==> src/rtl/pulse_i2c_regs.sv <==
module pulse_i2c_regs #(
  parameter logic [6:0] DEV_ADDR    = 7'h3C,
  parameter int         FILT_LEN    = 4,
  parameter int         TIMEOUT_CYC = 4000
) (
  input  logic        clk,
  input  logic        rst_n,
  input  logic        scl_in,
  input  logic        sda_in,
  output logic        sda_oe,
  input  logic        dac_err,
  input  logic        dac_busy,
  output logic [15:0] pulse_period,
  output logic [7:0]  pulse_width,
  output logic [31:0] dac_codes,
  output logic        wr_stb,
  output logic [2:0]  wr_idx
);
  localparam int FW = $clog2(FILT_LEN + 1);
  localparam int TW = $clog2(TIMEOUT_CYC + 1);

  typedef enum logic [2:0] {S_IDLE, S_ADDR, S_IDX, S_DATA, S_ACK, S_TX, S_TXACK} st_t;

  logic [1:0] raw, filt;
  assign raw = {sda_in, scl_in};

  for (genvar g = 0; g < 2; g++) begin : g_flt
    logic q1, q2, f;
    logic [FW-1:0] cnt;
    always_ff @(posedge clk or negedge rst_n)
      if (!rst_n) begin
        q1 <= 1'b1; q2 <= 1'b1; f <= 1'b1; cnt <= '0;
      end else begin
        q1 <= raw[g];
        q2 <= q1;
        if (q2 == f) cnt <= '0;
        else if (cnt == FW'(FILT_LEN - 1)) begin f <= q2; cnt <= '0; end
        else cnt <= cnt + 1'b1;
      end
    assign filt[g] = f;
  end

  logic scl_f, sda_f, scl_d, sda_d;
  assign scl_f = filt[0];
  assign sda_f = filt[1];

  always_ff @(posedge clk or negedge rst_n)
    if (!rst_n) begin scl_d <= 1'b1; sda_d <= 1'b1; end
    else begin scl_d <= scl_f; sda_d <= sda_f; end

  logic scl_rise, scl_fall, start_ev, stop_ev;
  assign scl_rise = scl_f & ~scl_d;
  assign scl_fall = ~scl_f & scl_d;
  assign start_ev = scl_f & scl_d & sda_d & ~sda_f;
  assign stop_ev  = scl_f & scl_d & ~sda_d & sda_f;

  st_t         state, nxt;
  logic [3:0]  bcnt;
  logic [7:0]  shreg, txbyte;
  logic [2:0]  idx;
  logic        sda_drv, mack, wd_on;
  logic [TW-1:0] wd_cnt;
  logic [7:0]  bank [0:7];

  logic wd_exp;
  assign wd_exp = wd_on && (wd_cnt == TW'(TIMEOUT_CYC - 1));

  function automatic logic [7:0] rd_mux(input logic [2:0] i);
    rd_mux = (i == 3'd7) ? {6'b0, dac_busy, dac_err} : bank[i];
  endfunction

  always_ff @(posedge clk or negedge rst_n)
    if (!rst_n) begin
      state <= S_IDLE; nxt <= S_IDLE; bcnt <= '0; shreg <= '0; txbyte <= '0;
      idx <= '0; sda_drv <= 1'b0; mack <= 1'b0; wd_on <= 1'b0; wd_cnt <= '0;
      wr_stb <= 1'b0; wr_idx <= '0;
      for (int k = 0; k < 8; k++) bank[k] <= '0;
    end else begin
      wr_stb <= 1'b0;
      if (start_ev) begin
        state <= S_ADDR; bcnt <= '0; sda_drv <= 1'b0; wd_on <= 1'b0;
      end else if (stop_ev || wd_exp) begin
        state <= S_IDLE; sda_drv <= 1'b0; wd_on <= 1'b0;
      end else begin
        if (wd_on) wd_cnt <= wd_cnt + 1'b1;
        case (state)
          S_ADDR, S_IDX, S_DATA:
            if (scl_rise) begin
              shreg <= {shreg[6:0], sda_f};
              bcnt  <= bcnt + 1'b1;
            end else if (scl_fall && bcnt == 4'd8) begin
              bcnt <= '0;
              case (state)
                S_ADDR:
                  if (shreg[7:1] == DEV_ADDR) begin
                    sda_drv <= 1'b1; state <= S_ACK;
                    nxt <= shreg[0] ? S_TX : S_IDX;
                    txbyte <= rd_mux(idx);
                  end else state <= S_IDLE;
                S_IDX: begin
                  idx <= shreg[2:0]; sda_drv <= 1'b1; state <= S_ACK; nxt <= S_DATA;
                  wd_on <= 1'b1; wd_cnt <= '0;
                end
                default: begin
                  if (idx != 3'd7) bank[idx] <= shreg;
                  wr_stb <= 1'b1; wr_idx <= idx; idx <= idx + 1'b1;
                  sda_drv <= 1'b1; state <= S_ACK; nxt <= S_DATA; wd_on <= 1'b0;
                end
              endcase
            end
          S_ACK:
            if (scl_fall) begin
              state <= nxt; bcnt <= '0;
              sda_drv <= (nxt == S_TX) ? ~txbyte[7] : 1'b0;
            end
          S_TX:
            if (scl_rise) bcnt <= bcnt + 1'b1;
            else if (scl_fall) begin
              if (bcnt == 4'd8) begin sda_drv <= 1'b0; state <= S_TXACK; end
              else sda_drv <= ~txbyte[3'd7 - bcnt[2:0]];
            end
          S_TXACK:
            if (scl_rise) mack <= ~sda_f;
            else if (scl_fall) begin
              if (mack) begin
                idx <= idx + 1'b1; txbyte <= rd_mux(idx + 1'b1);
                sda_drv <= ~rd_mux(idx + 1'b1)[7]; state <= S_TX; bcnt <= '0;
              end else state <= S_IDLE;
            end
          default: ;
        endcase
      end
    end

  assign sda_oe       = sda_drv;
  assign pulse_period = {bank[1], bank[0]};
  assign pulse_width  = bank[2];
  assign dac_codes    = {bank[6], bank[5], bank[4], bank[3]};

  a_r6_stb_single: assert property (@(posedge clk) disable iff (!rst_n)
    wr_stb |=> !wr_stb);
  a_r7_timeout_idle: assert property (@(posedge clk) disable iff (!rst_n)
    (wd_exp && !start_ev) |=> (state == S_IDLE && !sda_oe));
  a_r2_width_on_strobe: assert property (@(posedge clk) disable iff (!rst_n)
    !$stable(pulse_width) |-> (wr_stb && wr_idx == 3'd2));
  a_r1_idle_released: assert property (@(posedge clk) disable iff (!rst_n)
    (state == S_IDLE) |-> !sda_oe);
  a_r8_stop_releases: assert property (@(posedge clk) disable iff (!rst_n)
    stop_ev |=> !sda_oe);
endmodule

==> config.mk <==
export PLATFORM = sky130hd
export DESIGN_NAME = pulse_i2c_regs
export DESIGN_NICKNAME = d
export VERILOG_FILES = /design/src/rtl/pulse_i2c_regs.sv
export SDC_FILE = /design/constraint.sdc
export NUM_CORES = 1
export LEC_CHECK = 0
export BUFFER_PORTS_ARGS = -buffer_cell sky130_fd_sc_hd__buf_2
export CAP_MARGIN = 25
export CORE_MARGIN = 5
export CORE_UTILIZATION = 50
export DETAILED_ROUTE_END_ITERATION = 8
export PLACE_DENSITY = 0.68
export SYNTH_ARGS = -nofsm -noshare
export SYNTH_HDL_FRONTEND = slang
export SYNTH_SLANG_ARGS = --single-unit
==> constraint.sdc <==
create_clock -name clk -period 3 [get_ports clk]
set_input_delay 0.15 -clock clk [delete_from_list [all_inputs] [get_ports clk]]
set_output_delay 0.15 -clock clk [all_outputs]
set_load 0.01 [all_outputs]
After elaboration in Yosys (flattened, before gate mapping):

Cells that the tools add are included.

* add/subtract/negate cells: 6
* $lt $le $gt $ge: 4
* eq/ne operators: 45
* mux-type cells: 91
* bitwise gates (word level): 22
* reduce and logical (&&, ||, !) cells: 25

Operator list (count)
* 8-bit two-way mux: 14
* 3-bit two-way mux: 25
* 64-bit bitwise mux: 1
* 12-bit two-way mux: 5
* 8-bit binary-select mux with 3-bit select: 2
* 4-bit inequality test (second input constant): 10
* 4-bit two-way mux: 9
* 1-bit two-way mux: 26
* 8-bit demux with 3-bit select: 1
* 3-bit inequality test (second input constant): 7
* 2-bit inequality test (second input constant): 10
* 10-bit AND reduction: 2
* 3-bit equality test (second input constant): 6
* 9-bit AND reduction: 2
* 4-bit one-hot mux with 4 select lines: 1
* 8-bit one-hot mux with 2 select lines: 1
* 1-bit NOT: 13
* 12-bit by 1-bit adder with 12-bit output (second input constant): 1
* 12-bit equality test (second input constant): 1
* 3-bit by 2-bit equality test with 1-bit output (second input constant): 4
* 3-bit one-hot mux with 2 select lines: 2
* 3-bit one-hot mux with 4 select lines: 1
* 4-bit AND reduction: 3
* 6-bit AND reduction: 2
* 28 further kinds: 44

* bits in registers: 126
* input port bits: 6
* output and inout bits: 61
* logic and storage cells: 223

Depth between registers and ports, before layout:

* depth in word-level cells: 13
* depth in mapped cells: 11
* mapped depth without buffers: 10

Worst setup path before layout:

Ideal clock, no wire load.

* kind: register to register
* start point: reg bcnt[0]
* end point: reg bank (netlist bit dac_codes[24])
* library setup time: 125 ps
* arrival time: 2350 ps
* slack: 525 ps
* cell stages (with the launch flop): 12
* buffers on the path: 1
* clock period less this slack: 2475 ps
* cells stage by stage: dfrtp_1 -> inv_1 -> ha_1 -> and3b_1 -> buf_4 -> nand2_1 -> nor2_1 -> nand3_4 -> inv_2 -> nand2_4 -> nor4b_4 -> mux2_2

* longest elaborated chain between the ends: 3

RTL lines
* from (decl): RTL line 58 `logic [3:0] bcnt;`
* from (signal assigned): RTL line 90 `bcnt <= bcnt + 1'b1;`
* from (signal assigned): RTL line 117 `if (scl_rise) bcnt <= bcnt + 1'b1;`
* 4-bit equality test: RTL line 91 `end else if (scl_fall && bcnt == 4'd8) begin`
* 1-bit logical AND: RTL line 91
* 7-bit AND reduction (no source line)
* to (signal, indexed assignment): RTL line 105 `if (idx != 3'd7) bank[idx] <= shreg;`
* to (decl): RTL line 63 `logic [7:0] bank [0:7];`

Every way passes these cells.
A chain may end at the register's enable or synchronous reset.

Worst setup path after layout:

* start point: reg bcnt[0]
* end point: reg bank (netlist bit dac_codes[25])

Same word-level chain as after synthesis.

==> run_results.csv <==
group,metric,value,unit
outcome,status,"complete, no violations",
timing,period_minus_slack,2.73,ns
cts,cts_buffers,17,
setup_path,endpoint_kind,"flip-flop",
global_routing,grtUsageTotal,0.216,
synthesis,synth_cell_type_count,62,
cells_and_area,fill_cells,1133,
global_routing,antenna_found_initial,0,
cts,insertion_delay,0.42,ns
cts,cts_root_buffer,"clkbuf_16",
setup_path,r2r_setup_slack,0.27,ns
synthesis,synth-seq-cells,126,
cts,h-tree-depth,4,
synthesis,synthCells,597,
cells_and_area,syn2layout_area_growth,10.8,%
placement,portBuffers,66,
cts,cts_tree,"done",
cells_and_area,fin_util,0.568,
floorplanning,pin_count,67,
setup_path,critPathKind,"flip-flop to flip-flop",
setup_path,critPathMaxStageDelay,0.45,ns
detailed_routing,drc,0,
detailed_routing,drt-wirelength-per-cell,21.0,um
timing,skew,0.00986,ns
power_and_ir_drop,power.density,669,nW/um^2
timing,slew-limit-headroom,0.528,
global_routing,overflow,0,
placement,hpwl,12000,um
cts,clk_pin_slew,0.06,ns
cells_and_area,multi_input_area,3360,um^2
synthesis,syn_nets,611,
timing,drv_slew,0,
floorplanning,core_area,13900,um^2
floorplanning,die_area,16800,um^2
timing,tightestPinTransition,0.705,ns
cts,cts_max_path_buffers,2,
setup_path,worst-path-stages,11,
setup_path,reg2reg_to,"dac_codes[25]",
cells_and_area,seqCellArea,3160,um^2
placement,place_ws,0.152,ns
flow_run,maxCapViolCount,0,
cells_and_area,nets,636,
timing,finalWorstSetupSlack,0.265,ns
cells_and_area,stdcell_count,815,
detailed_routing,drt-initial-drc-count,420,
setup_path,required,3.30,ns
floorplanning,placement_rows,43,
cells_and_area,fin_area,7910,um^2
cts,cts.sinks,126,
synthesis,synth-edff-count,0,
setup_path,path_cells,"inv_1 -> ha_1 -> and3b_1 -> nand2_1 -> nor2_1 -> nand3_4 -> inv_2 -> nand2_4 -> nor4b_4 -> buf_4 -> mux2_2",
setup_path,crit_buf_inv,3,
detailed_routing,dr.pass1.iters,5,
floorplanning,die_h,130,um
global_routing,grt_max_degree,101,
placement,dpl_cell_area,7330,um^2
synthesis,synth_area_per_cell,12.0,um^2
detailed_routing,antenna_left,0,
detailed_routing,routed_wl,17100,um
setup_path,crit_path_top_delay_cell,"dfrtp_1",
synthesis,yosys_warnings,0,
timing,grt_setup_unrepaired,"false",
cells_and_area,drive_above_1_share,0.406,
synthesis,syn-cell-area,7140,um^2
floorplanning,fp.dieW,130,um
timing,tns,0,ns
detailed_routing,routed_via_density,5.96,
timing,post-route-period-util,0.912,
synthesis,synthArstFlopShare,1.00,
setup_path,crit_arrival,3.04,ns
setup_path,r2r-start,"bcnt[0]",
synthesis,ys.flop_type,"dfrtp_1",
timing,finalSetupViolations,0,
global_routing,grt_pass1_wl,27600,um
setup_path,worst_setup_path_start_kind,"flip-flop",
placement,gp_congestion,0.864,
hold_path,hp-class,"input port to asynchronous set/reset pin",
timing,maxClockFrequency,0.366,GHz
setup_path,worst-path-max-fanout,10,
timing,hold_viol,0,
global_routing,grt_pass1_vias,5054,
placement,dp.cells,780,
power_and_ir_drop,vdd_drop_max,0.491,mV
floorplanning,initial_core_util,0.513,
detailed_routing,vias,4861,
setup_path,r2r_cells,11,
synthesis,ys_seq_area_frac,0.443,
setup_path,cp_top_family,"simple AND/OR/NAND/NOR gates",
power_and_ir_drop,leakage,3.71,nW
cells_and_area,diodes,0,
[placed cells by master, fill, tap and decap left out, types with 10 or more instances in the layout]
cell type and n:
o21ai_0 29, dfrtp_1 117, xnor2_1 10, a21oi_1 11, buf_2 65, nor2b_1 12
nand3_1 11, inv_1 13, mux4_2 28, mux2i_1 13, nor2_1 31, clkbuf_16 17
nand2_1 33, mux2_2 78, buf_4 24, a22oi_1 11
[worst max-delay path by stage]
stage,startpoint,endpoint
6_report,bcnt[0],dac_codes[25]
5_1_grt,bcnt[0],dac_codes[26]
4_1_cts,bcnt[0],dac_codes[15]
3_5_place_dp,bcnt[0],dac_codes[15]
3_3_place_gp,bcnt[0],dac_codes[14]
2_1_floorplan,bcnt[0],dac_codes[24]
[power by group]
| group | leakage, nW | total (mW) | internal [mW] | switching (mW) |
|---|---|---|---|---|
| registers | 1.72 | 2.11 | 1.85 | 0.260 |
| logic | 1.72 | 1.22 | 0.501 | 0.720 |
| clock network | 0.269 | 1.95 | 1.24 | 0.717 |
| total | 3.71 | 5.29 | 3.59 | 1.70 |
[logic make-up (layout without fill, tap and decap cells)]
logic type                 count (synthesis)  after routing  synth area share
xor gates and xnor gates                  13             13            0.0159
DFF                                      126            126             0.443
AOI/OAI and AO/OA                         85             85            0.0760
muxes                                    127            127             0.246
and+or+nand+nor                          137            137             0.118
adders and majority gates                  8              8            0.0140
buffers and inverters                    101            139            0.0869
[repair_timing]
action                                 4_1_cts  5_1_grt
gates resized for setup                      0        1
hold buffers                                 3        0
setup endpoints to repair                    0        8
setup buffers                                0        0
endpoints found under the hold margin       28        0
[through the flow]
step           hold WS, ns  power, mW
2_1_floorplan       -0.146       2.98
3_3_place_gp        0.0907       3.31
6_report             0.193       5.29
4_1_cts              0.191       5.32
5_1_grt              0.223       5.54
3_5_place_dp        0.0905       3.34
[area by class of cell]
class                           count  share of cell area
Tap cell                          180              0.0285
Timing Repair Buffer               93              0.0702
Sequential cell                   126               0.400
Clock buffer                       25              0.0588
Inverter                           14             0.00664
Multi-Input combinational cell    370               0.425
Clock inverter                      7              0.0111
[registers in the layout, indices dropped and copies added, names as in the netlist, 4 cells and up]
register	cells
pulse_period	16
shreg	8
bank	8
wd_cnt	12
dac_codes	32
pulse_width	8
txbyte	8
bcnt	4
g_flt.cnt	6
[synth_stat cells (4+ instances only)]
master / count / share of area
o21ai_0: 29 / 0.020
buf_2: 7 / 0.0049
mux4_2: 28 / 0.088
nor4_4: 5 / 0.015
xnor2_1: 10 / 0.012
ha_1: 8 / 0.014
inv_1: 13 / 0.0068
buf_4: 58 / 0.061
o22ai_1: 8 / 0.0070
nand2_1: 33 / 0.017
nor3_1: 8 / 0.0056
a22oi_1: 11 / 0.012
nand4_1: 4 / 0.0035
dfstp_2: 8 / 0.029
nor2b_1: 12 / 0.011
nand2b_1: 4 / 0.0035
mux2i_1: 13 / 0.018
mux2_4: 8 / 0.017
clkbuf_1: 17 / 0.0089
nor3b_1: 5 / 0.0053
mux2_2: 78 / 0.12
nor2_1: 31 / 0.016
dfrtp_1: 118 / 0.41
a21oi_1: 11 / 0.0077
nor4_1: 4 / 0.0035
nand3_1: 11 / 0.0077
[worst reg2reg max path: stages (launching register included)]
cell	delay, ns
dfrtp_1	0.45
inv_1	0.10
ha_1	0.13
and3b_1	0.26
nand2_1	0.12
nor2_1	0.24
nand3_4	0.22
inv_2	0.18
nand2_4	0.10
nor4b_4	0.22
buf_4	0.23
mux2_2	0.36
[per-layer routing]
metal	wire length, um	track usage	vias up
met4	440	0.0941	0
met1	7270	0.281	2463
li1	-	-	2178
met5	0	0	-
met3	993	0.0523	35
met2	8400	0.346	185
(Power assumes the default switching activity.)
